`src/rtl/mulx_pkg.sv`:
```
package mulx_pkg;

  typedef enum logic [1:0] {
    SG_UU  = 2'b00,
    SG_SS  = 2'b01,
    SG_SU  = 2'b10,
    SG_RSV = 2'b11
  } sign_mode_e;

  // first operand is two's complement in SS and SU
  function automatic logic first_signed(input sign_mode_e m);
    return (m == SG_SS) || (m == SG_SU);
  endfunction

  // second operand is two's complement only in SS
  function automatic logic second_signed(input sign_mode_e m);
    return (m == SG_SS);
  endfunction

endpackage

```
`src/rtl/mulx_slice.sv`:
```
module mulx_slice #(
  parameter int W  = 8,
  parameter int SW = 4
) (
  input  logic [W-1:0]      a,
  input  logic              a_sgn,
  input  logic [SW-1:0]     bs,
  input  logic              bs_sgn,
  output logic [W+SW+1:0]   pp
);
  localparam int PPW = W + SW + 2;

  function automatic logic signed [PPW-1:0] widen_a(input logic [W-1:0] v, input logic s);
    return $signed({{(SW+2){s & v[W-1]}}, v});
  endfunction

  function automatic logic signed [PPW-1:0] widen_b(input logic [SW-1:0] v, input logic s);
    return $signed({{(W+2){s & v[SW-1]}}, v});
  endfunction

  logic signed [PPW-1:0] prod;
  assign prod = widen_a(a, a_sgn) * widen_b(bs, bs_sgn);
  assign pp   = prod;

endmodule

```
`src/rtl/mulx_finish.sv`:
```
module mulx_finish #(
  parameter int W   = 8,
  parameter int NS  = 2,
  parameter int SW  = 4,
  parameter int PPW = 14
) (
  input  logic [NS-1:0][PPW-1:0] pp,
  input  logic                   frac,
  output logic [2*W-1:0]         result,
  output logic                   z,
  output logic                   c
);
  localparam int PW = 2 * W;
  localparam int XW = 2 * W + 2;

  function automatic logic [PW-1:0] accumulate(input logic [NS-1:0][PPW-1:0] v);
    logic [PW-1:0]        acc;
    logic signed [XW-1:0] wide;
    acc = '0;
    for (int i = 0; i < NS; i++) begin
      wide = XW'($signed(v[i]));
      acc  = acc + (wide[PW-1:0] << (i * SW));
    end
    return acc;
  endfunction

  function automatic logic [PW-1:0] frac_align(input logic [PW-1:0] raw, input logic f);
    return f ? {raw[PW-2:0], 1'b0} : raw;
  endfunction

  logic [PW-1:0] raw;
  assign raw    = accumulate(pp);
  assign c      = raw[PW-1];
  assign result = frac_align(raw, frac);
  assign z      = ~|result;

endmodule

```
`src/rtl/mulx_unit.sv`:
```
module mulx_unit
  import mulx_pkg::*;
#(
  parameter int W  = 8,
  parameter int NS = 2
) (
  input  logic         clk,
  input  logic         rst_n,
  input  logic         start,
  input  logic [W-1:0] opa,
  input  logic [W-1:0] opb,
  input  logic [2:0]   mode,
  output logic         done,
  output logic [W-1:0] res_hi,
  output logic [W-1:0] res_lo,
  output logic         flag_z,
  output logic         flag_c
);
  localparam int SW  = W / NS;
  localparam int PPW = W + SW + 2;
  localparam int PW  = 2 * W;

  sign_mode_e sgn;
  logic       frac_in, a_sgn, b_sgn;
  assign sgn     = sign_mode_e'(mode[1:0]);
  assign frac_in = mode[2];
  assign a_sgn   = first_signed(sgn);
  assign b_sgn   = second_signed(sgn);

  // named events for checking
  logic s1_valid, done_q, idle, accept;
  assign idle   = !s1_valid && !done_q;
  assign accept = start && idle;

  logic [NS-1:0][PPW-1:0] pp_d, pp_q;

  for (genvar g = 0; g < NS; g++) begin : g_slice
    localparam bit LAST = (g == NS - 1);
    mulx_slice #(.W(W), .SW(SW)) u_slice (
      .a      (opa),
      .a_sgn  (a_sgn),
      .bs     (opb[g*SW +: SW]),
      .bs_sgn (b_sgn & LAST),
      .pp     (pp_d[g])
    );
  end

  logic frac_q;
  always_ff @(posedge clk) begin
    if (!rst_n) begin
      s1_valid <= 1'b0;
      frac_q   <= 1'b0;
      pp_q     <= '0;
    end else begin
      s1_valid <= accept;
      if (accept) begin
        pp_q   <= pp_d;
        frac_q <= frac_in;
      end
    end
  end

  logic [PW-1:0] res_d, res_q;
  logic          z_d, c_d, z_q, c_q;

  mulx_finish #(.W(W), .NS(NS), .SW(SW), .PPW(PPW)) u_finish (
    .pp     (pp_q),
    .frac   (frac_q),
    .result (res_d),
    .z      (z_d),
    .c      (c_d)
  );

  always_ff @(posedge clk) begin
    if (!rst_n) begin
      done_q <= 1'b0;
      res_q  <= '0;
      z_q    <= 1'b0;
      c_q    <= 1'b0;
    end else begin
      done_q <= s1_valid;
      if (s1_valid) begin
        res_q <= res_d;
        z_q   <= z_d;
        c_q   <= c_d;
      end
    end
  end

  assign done   = done_q;
  assign res_hi = res_q[PW-1:W];
  assign res_lo = res_q[W-1:0];
  assign flag_z = z_q;
  assign flag_c = c_q;


  done_pulse_chk: assert property (@(posedge clk) disable iff (!rst_n)
    done_q |=> !done_q);


  accept_stage_chk: assert property (@(posedge clk) disable iff (!rst_n)
    accept |=> s1_valid);


  stage_done_chk: assert property (@(posedge clk) disable iff (!rst_n)
    s1_valid |=> (done_q && !s1_valid));


  busy_ignore_chk: assert property (@(posedge clk) disable iff (!rst_n)
    (start && !idle) |=> !s1_valid);


  result_hold_chk: assert property (@(posedge clk) disable iff (!rst_n)
    !s1_valid |=> $stable({res_q, z_q, c_q}));


  frac_lsb_chk: assert property (@(posedge clk) disable iff (!rst_n)
    (done_q && frac_q) |-> (res_q[0] == 1'b0));


  zero_no_carry_chk: assert property (@(posedge clk) disable iff (!rst_n)
    (done_q && z_q) |-> !c_q);

endmodule

```
`config.mk`:
```
export PLATFORM = sky130hd
export DESIGN_NAME = mulx_unit
export DESIGN_NICKNAME = d
export VERILOG_FILES = /design/src/rtl/mulx_pkg.sv /design/src/rtl/mulx_slice.sv /design/src/rtl/mulx_finish.sv /design/src/rtl/mulx_unit.sv
export SDC_FILE = /design/constraint.sdc
export NUM_CORES = 1
export LEC_CHECK = 0
export BUFFER_PORTS_ARGS = -buffer_cell sky130_fd_sc_hd__buf_2
export CORE_MARGIN = 3
export CORE_UTILIZATION = 45
export CTS_BUF_LIST = sky130_fd_sc_hd__clkbuf_8
export CTS_CLUSTER_DIAMETER = 120
export CTS_CLUSTER_SIZE = 40
export DETAILED_ROUTE_END_ITERATION = 6
export PLACE_DENSITY = 0.73
export SLEW_MARGIN = 20
export SYNTH_ARGS = -nofsm -noshare
export SYNTH_HDL_FRONTEND = slang
export SYNTH_HIERARCHICAL = 1
export SYNTH_SLANG_ARGS = --single-unit
```
`constraint.sdc`:
```
create_clock -name clk -period 3.6 [get_ports clk]
set_input_delay 0.18 -clock clk [delete_from_list [all_inputs] [get_ports clk]]
set_output_delay 0.18 -clock clk [all_outputs]
set_load 0.01 [all_outputs]
```
# --- Yosys cells after proc, flatten, opt, wreduce, memory -nomap -nowiden ---
# Index checks and enable logic that the tools add are counted.
totals:
  ff_bits: 47
  output_inout_bits: 19
  elab_cells: 23
op_classes:
  n_bitwise: 2
  n_addsub: 1
  mul: 2
  reduce_logical: 7
  n_mux: 1
  eq_ne: 2
op_table:
  columns: ["op", "count"]
  rows:
  - ["$add A16 B16 Y16", 1]
  - ["$mux W16", 1]
  - ["$reduce_or A16 Y1", 1]
  - ["$mul A9 B5 Y14", 1]
  - ["$mul A9 B5 Y12", 1]
  - ["$logic_not A1 Y1", 3]
  - ["$and A1 B1 Y1", 2]
  - ["$eq A2 B1 Y1 const B", 1]
  - ["$eq A2 B2 Y1 const B", 1]
  - ["$logic_and A1 B1 Y1", 2]
  - ["$logic_or A1 B1 Y1", 1]

# --- Logic depth before layout (Yosys ltp) ---
# Gate-level depths: netlist of the first run.
depth:
  depth_word: 4
  mapped_depth: 18
  mapped_depth_nobuf: 18

# --- By module ---
# Netlist of the first run, hierarchy kept.
by_module_without_submodules:
  columns: ["mod", "cells_per_inst", "n_inst", "seq_area_each_um2", "area_each_um2"]
  rows:
  - ["mulx_unit", 193, 1, 980.9, 1956.9]
  - ["mulx_slice at g_slice[1].u_slice", 192, 1, 0.0, 1621.6]
  - ["mulx_slice at g_slice[0].u_slice", 189, 1, 0.0, 1610.3]
  - ["mulx_finish", 105, 1, 0.0, 740.7]

# --- Worst setup path before layout of the first run ---
# No wires, ideal clock.
synth_timing:
  path_type: "input to register"
  from: "input mode[1]"
  to: "register pp_q[25] (netlist bit)"
  arrival_ns: 3.418
  n_path_buf: 0
  path_stages: 15
  required_time_ns: 3.528
  setup_slack_ns: 0.110
  setup_ns: 0.072
  cell_sequence: "inv_1 > ha_1 > nand2_1 > or2_2 > fa_1 > fa_1 > fa_1 > fa_1 > nor2b_4 > o31a_1 > o21ai_1 > a21oi_1 > xor2_1 > nand2_1 > mux2i_1"
synth_rtl:
  columns: ["item", "line", "source"]
  rows:
  - ["start: declaration", "mulx_unit.sv:12", "input logic [2:0] mode,"]
  - ["end signal: assignment", "mulx_unit.sv:57", "pp_q <= pp_d;"]
  - ["end: declaration", "mulx_unit.sv:35", "logic [NS-1:0][PPW-1:0] pp_d, pp_q;"]

==> reports/qor.csv, run 1 <==
stage;metric;value;unit
worst_setup_path;critPathSlowestCell;fa_1;
clock_network;cts_buffer_depth;2;
worst_setup_path;crit_buf_inv;3;
hold_path;hp-start;mode[2];
detailed_routing;wire_per_inst;12.8;microns
worst_setup_path;r2r_start;pp_q[4];
yosys;synth.cell_area;0.00566;sq mm
placement;place_hpwl;9.56;mm
worst_setup_path;path_cells;buf_2 -> inv_1 -> ha_1 -> nand2_2 -> or2_2 -> fa_1 -> fa_1 -> fa_1 -> inv_1 -> ha_1 -> nor2b_4 -> o31a_1 -> o21ai_1 -> and2b_1 -> xnor2_1 -> nand2_1 -> mux2i_1;
detailed_routing;drt_drc_violations_left;0;
hold_path;whs_path_depth;3;
final_layout;final_cell_mix;inv_1 (107), nand2_1 (75), and2_1 (58), fa_1 (56), ha_1 (54);
worst_setup_path;r2r_setup_slack;0.65;ns
clock_network;cts_made_buffers;5;
global_route;grt_max_degree;53;
clock_network;worstSkewPairLatency;0.30;ns
clock_network;cts-hold-fix-buffers;0;
timing;hold_violations;0;
outcome;outcome;finished clean;
worst_setup_path;cp_data_required_time;3.83;ns
power_and_ir_drop;p_per_area;408;mW/mm^2
worst_setup_path;arrival;3.65;ns
yosys;syn_nets;783;
timing;fin_skew;0.00815;ns
timing;finalSetupTns;0;ns
detailed_routing;dr.first_iter.drc_count;168;
floorplanning;dieArea;0.0140;sq mm
clock_network;path_clk_slew;0.09;ns
hold_path;min-delay-path-class;input port to register;
final_layout;drive_gt1_frac;0.158;
clock_network;cts_tree;done;
detailed_routing;first_pass_iters;4;
final_layout;nFillCells;1130;
placement;preCtsSetupSlack;-0.183;ns
flow_run;max-cap-violations;0;
placement;place.gp.congestion;0.855;
power_and_ir_drop;finalPower;2600;uW
final_layout;antennaDiodeCount;0;
global_route;overflow;0;
timing;slew_headroom;0.434;
final_layout;area_growth;12.7;%
power_and_ir_drop;peakVddDrop;0.166;mV
floorplanning;io_pins;41;
clock_network;cts_sinks;47;
worst_setup_path;critical_path.max_stage_delay;0.51;ns
global_route;antenna_found_initial;0;
clock_network;h-tree-depth;2;
worst_setup_path;start_kind;input port;
final_layout;layout_commonest_cell;inv_1;
floorplanning;die_h;118;microns
floorplanning;fp-row-count;40;
worst_setup_path;end_kind;register;
worst_setup_path;cpMostUsedCell;fa_1;
timing;hold_ws;0.137;ns
global_route;grt_pass1_wl;20.0;mm
final_layout;final_core_util;0.524;
power_and_ir_drop;p_leak;0.00306;uW
worst_setup_path;rr_worst_depth;9;
placement;port_buffers;40;
worst_setup_path;criticalPathCategory;input port to register;
clock_network;clockRootBuffer;clkbuf_8;
timing;fmax;292;MHz
timing;period_minus_slack;3.42;ns
floorplanning;start_util;0.465;
final_layout;final_nets;849;
yosys;avgSynthCellArea;8.73;sq um
worst_setup_path;cp_max_fo;5;
timing;post-route-period-util;0.950;
floorplanning;chipWidth;118;microns
timing;worst_pin_slew;0.850;ns
clock_network;postCtsSetupRepairBufs;0;
hold_path;hold_end;frac_q;
worst_setup_path;r2r-end;flag_z;
global_route;first_global_vias;4504;
yosys;ys_warn_count;6;
detailed_routing;wl;11.3;mm
worst_setup_path;path_delay_family;adder cells;
floorplanning;core_area;0.0122;sq mm
timing;timing.final.max_slew_violations;0;
yosys;synthesis.instances;648;
detailed_routing;antenna_left;0;
detailed_routing;vias;4335;
detailed_routing;via_per_inst;4.91;
global_route;grt_usage;0.167;
timing;setup_ws;0.181;ns
timing;setup_violations;0;
[layer usage]
| layer | wire length (microns) | global-route usage | vias up | share of wire |
|---|---|---|---|---|
| met5 | 0 | 0 | - | 0 |
| met1 | 5390 | 0.222 | 2055 | 0.48 |
| met3 | 349 | 0.0158 | 10 | 0.031 |
| li1 | - | - | 2183 | - |
| met2 | 5470 | 0.294 | 87 | 0.48 |
| met4 | 131 | 0.0381 | 0 | 0.012 |
[area by class of cell]
type	count	area (sq um)	share of cell area
Clock buffer	6	82.6	0.0129
Clock inverter	2	38.8	0.00608
Inverter	107	402	0.0630
Multi-Input combinational cell	476	4230	0.663
Sequential cell	47	941	0.148
Tap cell	168	210	0.0330
Timing Repair Buffer	77	478	0.0749
[stage by stage]
| step | area (sq um) | std cells |
|---|---|---|
| floorplan | 5660 | 648 |
| global placement | 6200 | 875 |
| detailed placement | 6200 | 875 |
| CTS | 6330 | 883 |
| global route | 6380 | 883 |
| finish | 6380 | 883 |
[worst min-delay path: cells and delay by family]
| kind | cells | cell delay (ns) |
|---|---|---|
| simple gates | 1 | 0.05 |
| buf+inv | 1 | 0.11 |
| mux | 1 | 0.06 |
[worst max path at each step]
stage / start / to / slack (ns) / depth (start not counted)
after floorplan: mode[1] / pp_q[11] / 0.15 / 16
after global placement: mode[1] / pp_q[24] / -0.05 / 17
after detailed placement: mode[1] / pp_q[12] / -0.18 / 18
after CTS: mode[1] / pp_q[12] / 0.13 / 18
after global routing: mode[1] / pp_q[25] / -0.009 / 19
final: mode[1] / pp_q[23] / 0.18 / 17
[power by group]
group / internal [uW] / leakage, uW / total [uW] / switching [uW]
combinational: 717 / 0.00262 / 1540 / 824
sequential: 597 / 0.000384 / 656 / 59.1
clock: 228 / 0.0000618 / 406 / 178
total: 1540 / 0.00306 / 2600 / 1060
[sequential cells by signal, indices dropped and copies added (netlist names)]
name and cells:
flag_z 1, pp_q 26, frac_q 1, res_q 16, flag_c 1, s1_valid 1, done 1
[timing repair]
action | CTS | global route
gates resized for setup | 0 | 10
setup endpoints to repair | 0 | 6
hold endpoints to repair | 0 | 0
Note: power is estimated with default switching activity, not from simulation.
==> run 2: changes to the inputs <==
==> constraint.sdc (replaced) <==
create_clock -name clk -period 3.6 [get_ports clk]
set_input_delay 0.72 -clock clk [delete_from_list [all_inputs] [get_ports clk]]
set_output_delay 0.72 -clock clk [all_outputs]
set_load 0.01 [all_outputs]
==> run 2 against run 1 <==
Compared with the run above:
- the run now ends with negative setup slack left
- worst hold slack gained 0.34 ns
- first-iteration DRC count shrank 18%
- largest power group unchanged
- global-route usage grew 0.93 points
- combinational power grew 16%
- cell count grew 2.8%
- sequential share of layout area shrank 1.1 points
- utilization grew 4.4 points
- critical path type unchanged
- non-clock buffer count grew 25
- largest cell class unchanged
- worst setup slack lost 0.39 ns
- final area grew 8.4%
==> reports/qor.csv, run 2 (synthesis gave the netlist of run 1 again) <==
stage;metric;value;unit;change
timing;fmax;263;MHz;was 292 MHz
placement;port_buffers;40;;unchanged
global_route;grt_pass1_wl;21.1;mm;was 20.0 mm
floorplanning;dieArea;0.0140;sq mm;unchanged
floorplanning;die_h;118;microns;unchanged
worst_setup_path;end_kind;register;;unchanged
power_and_ir_drop;power_frac_clock;0.140;;was 0.156
power_and_ir_drop;p_per_area;411;mW/mm^2;was 408 mW/mm^2
timing;post-route-period-util;1.06;;was 0.950
final_layout;top_regs;pp_q (26), res_q (16);;unchanged
hold_path;hp-start;pp_q[24];;was mode[2]
worst_setup_path;cp_data_required_time;3.83;ns;about the same
timing;fin_skew;0.00817;ns;was 0.00815 ns
worst_setup_path;rr_worst_depth;9;;unchanged
placement;place_area;0.00657;sq mm;was 0.00620 sq mm
detailed_routing;via_per_inst;4.84;;was 4.91
clock_network;worstSkewPairLatency;0.30;ns;about the same
floorplanning;core_area;0.0122;sq mm;unchanged
timing;finalSetupTns;-1.21;ns;was 0 ns
final_layout;final_area;0.00692;sq mm;was 0.00638 sq mm
detailed_routing;dr.first_iter.drc_count;138;;was 168
final_layout;nFillCells;1081;;was 1,130
timing;period_minus_slack;3.80;ns;was 3.42 ns
floorplanning;chipWidth;118;microns;unchanged
global_route;first_global_vias;4712;;was 4,504
detailed_routing;vias;4399;;was 4,335
placement;preCtsSetupSlack;-0.648;ns;was -0.183 ns
final_layout;largest_reg_flops;26;;unchanged
timing;timing.final.max_slew_violations;0;;unchanged
worst_setup_path;r2r_setup_slack;0.59;ns;was 0.65 ns
worst_setup_path;cp_max_fo;7;;was 5
power_and_ir_drop;switching_share;0.399;;was 0.408
final_layout;area_growth;22.2;%;was 12.7%
detailed_routing;antenna_left;0;;unchanged
clock_network;cts_tree;done;;unchanged
hold_path;min-delay-path-class;register to register;;was input port to register
worst_setup_path;r2r-end;flag_z;;unchanged
detailed_routing;wire_per_inst;12.9;microns;was 12.8 microns
clock_network;clockRootBuffer;clkbuf_8;;unchanged
clock_network;cts_made_buffers;5;;unchanged
timing;setup_ws;-0.205;ns;was 0.181 ns
global_route;overflow;0;;unchanged
clock_network;cts-hold-fix-buffers;0;;unchanged
global_route;antenna_found_initial;0;;unchanged
clock_network;cts_sinks;47;;unchanged
worst_setup_path;start_kind;input port;;unchanged
flow_run;max-cap-violations;0;;unchanged
floorplanning;fp-row-count;40;;unchanged
placement;place_hpwl;9.68;mm;was 9.56 mm
floorplanning;start_util;0.465;;unchanged
power_and_ir_drop;internal_power;1710;uW;was 1540 uW
outcome;violations;negative setup slack;;
final_layout;drive_gt1_frac;0.259;;was 0.158
floorplanning;io_pins;41;;unchanged
power_and_ir_drop;pwr-share-comb;0.628;;was 0.592
timing;setup_violations;9;;was 0
power_and_ir_drop;seqPwrFrac;0.232;;was 0.252
clock_network;cts_buffer_depth;2;;unchanged
power_and_ir_drop;power.switching;1140;uW;was 1060 uW
worst_setup_path;r2r_start;pp_q[4];;unchanged
clock_network;h-tree-depth;2;;unchanged
detailed_routing;wl;11.7;mm;was 11.3 mm
global_route;grt_max_degree;75;;was 53
clock_network;path_clk_slew;0.08;ns;was 0.09 ns
timing;rsz0062_at_grt;true;;
power_and_ir_drop;peakVddDrop;0.186;mV;was 0.166 mV
outcome;outcome;finished, violations left;;was finished clean
final_layout;antennaDiodeCount;0;;unchanged
worst_setup_path;arrival;4.03;ns;was 3.65 ns
timing;worst_pin_slew;1.08;ns;was 0.850 ns
timing;slew_headroom;0.281;;was 0.434
final_layout;layout_commonest_cell;inv_1;;unchanged
worst_setup_path;criticalPathCategory;input port to register;;unchanged
power_and_ir_drop;p_leak;0.00324;uW;was 0.00306 uW
placement;place.gp.congestion;0.818;;was 0.855
detailed_routing;first_pass_iters;4;;unchanged
final_layout;final_cell_mix;inv_1 (94), nand2_1 (75), buf_4 (65), fa_1 (53), and2_1 (51);;was inv_1 (107), nand2_1 (75), and2_1 (58), fa_1 (56), ha_1 (54)
hold_path;hold_end;pp_q[24];;was frac_q
timing;hold_violations;0;;unchanged
hold_path;whs_path_depth;2;;was 3
detailed_routing;drt_drc_violations_left;0;;unchanged
final_layout;final_nets;874;;was 849
worst_setup_path;cp-startpoint;mode[1];;unchanged
global_route;grt_usage;0.176;;was 0.167
final_layout;largest-register;pp_q;;unchanged
## run 2: cell count changes in the layout (fill, tap and decap cells not counted), moves of 10 or more
cell   before  now
buf_4      37   65
ha_1       54   41
inv_1     107   94
buf_2      40   29
ha_4        2   13
inv_2       0   10
## run 2: layout make-up
class	count	area [sq um]	share of cell area
Multi-Input combinational cell	476	4480	0.648
Sequential cell	47	941	0.136
Timing Repair Buffer	102	741	0.107
Inverter	107	422	0.0610
Tap cell	168	210	0.0304
Clock buffer	6	82.6	0.0119
Clock inverter	2	35.0	0.00507
## run 2: power groups by stage
stage	combinational, uW	clock [uW]	sequential, uW
4_1_cts	1720	405	661
6_report	1790	397	660
2_1_floorplan	1200	0	653
5_1_grt	2020	427	671
3_3_place_gp	1590	0	669
3_5_place_dp	1650	0	673
## run 2: stage by stage
stage / hold WS [ns] / std cells / total power [uW] / util
2_1_floorplan: 0.434 / 648 / 1850 / -
3_3_place_gp: 0.452 / 896 / 2260 / 0.541
3_5_place_dp: 0.458 / 896 / 2320 / 0.541
4_1_cts: 0.476 / 905 / 2780 / 0.561
5_1_grt: 0.495 / 908 / 3120 / 0.569
6_report: 0.476 / 908 / 2850 / 0.569
## run 2: worst max path at each step
stage	end	slack [ns]	cells past startpoint
2_1_floorplan	pp_q[23]	-0.23	15
3_3_place_gp	pp_q[25]	-0.53	16
3_5_place_dp	pp_q[25]	-0.65	16
4_1_cts	pp_q[25]	-0.23	16
5_1_grt	pp_q[22]	-0.38	17
6_report	pp_q[25]	-0.20	16
## run 2: critical path, cell delays in order
cell and delay, ns:
buf_8 0.11, inv_12 0.04, ha_4 0.12, nand2_4 0.07
or2_4 0.24, fa_1 0.47, fa_2 0.54, fa_1 0.44
fa_2 0.39, nor2b_4 0.12, o31a_1 0.15, o21ai_2 0.07
a21oi_2 0.13, xor2_1 0.18, nand2_1 0.07, mux2i_1 0.16
## run 2: metal layers
layer	global-route usage	routed length, microns	up-vias
met5	0	0	-
li1	-	-	2237
met3	0.0211	280	16
met1	0.226	5380	2079
met2	0.318	5880	67
met4	0.0381	187	0
## run 2: what timing repair did
| item | 4_1_cts | 5_1_grt |
|---|---|---|
| buffers inserted | 1 | 3 |
| pin swaps | 22 | 11 |
| endpoints found under the setup margin | 12 | 12 |
| resized for setup | 33 | 23 |
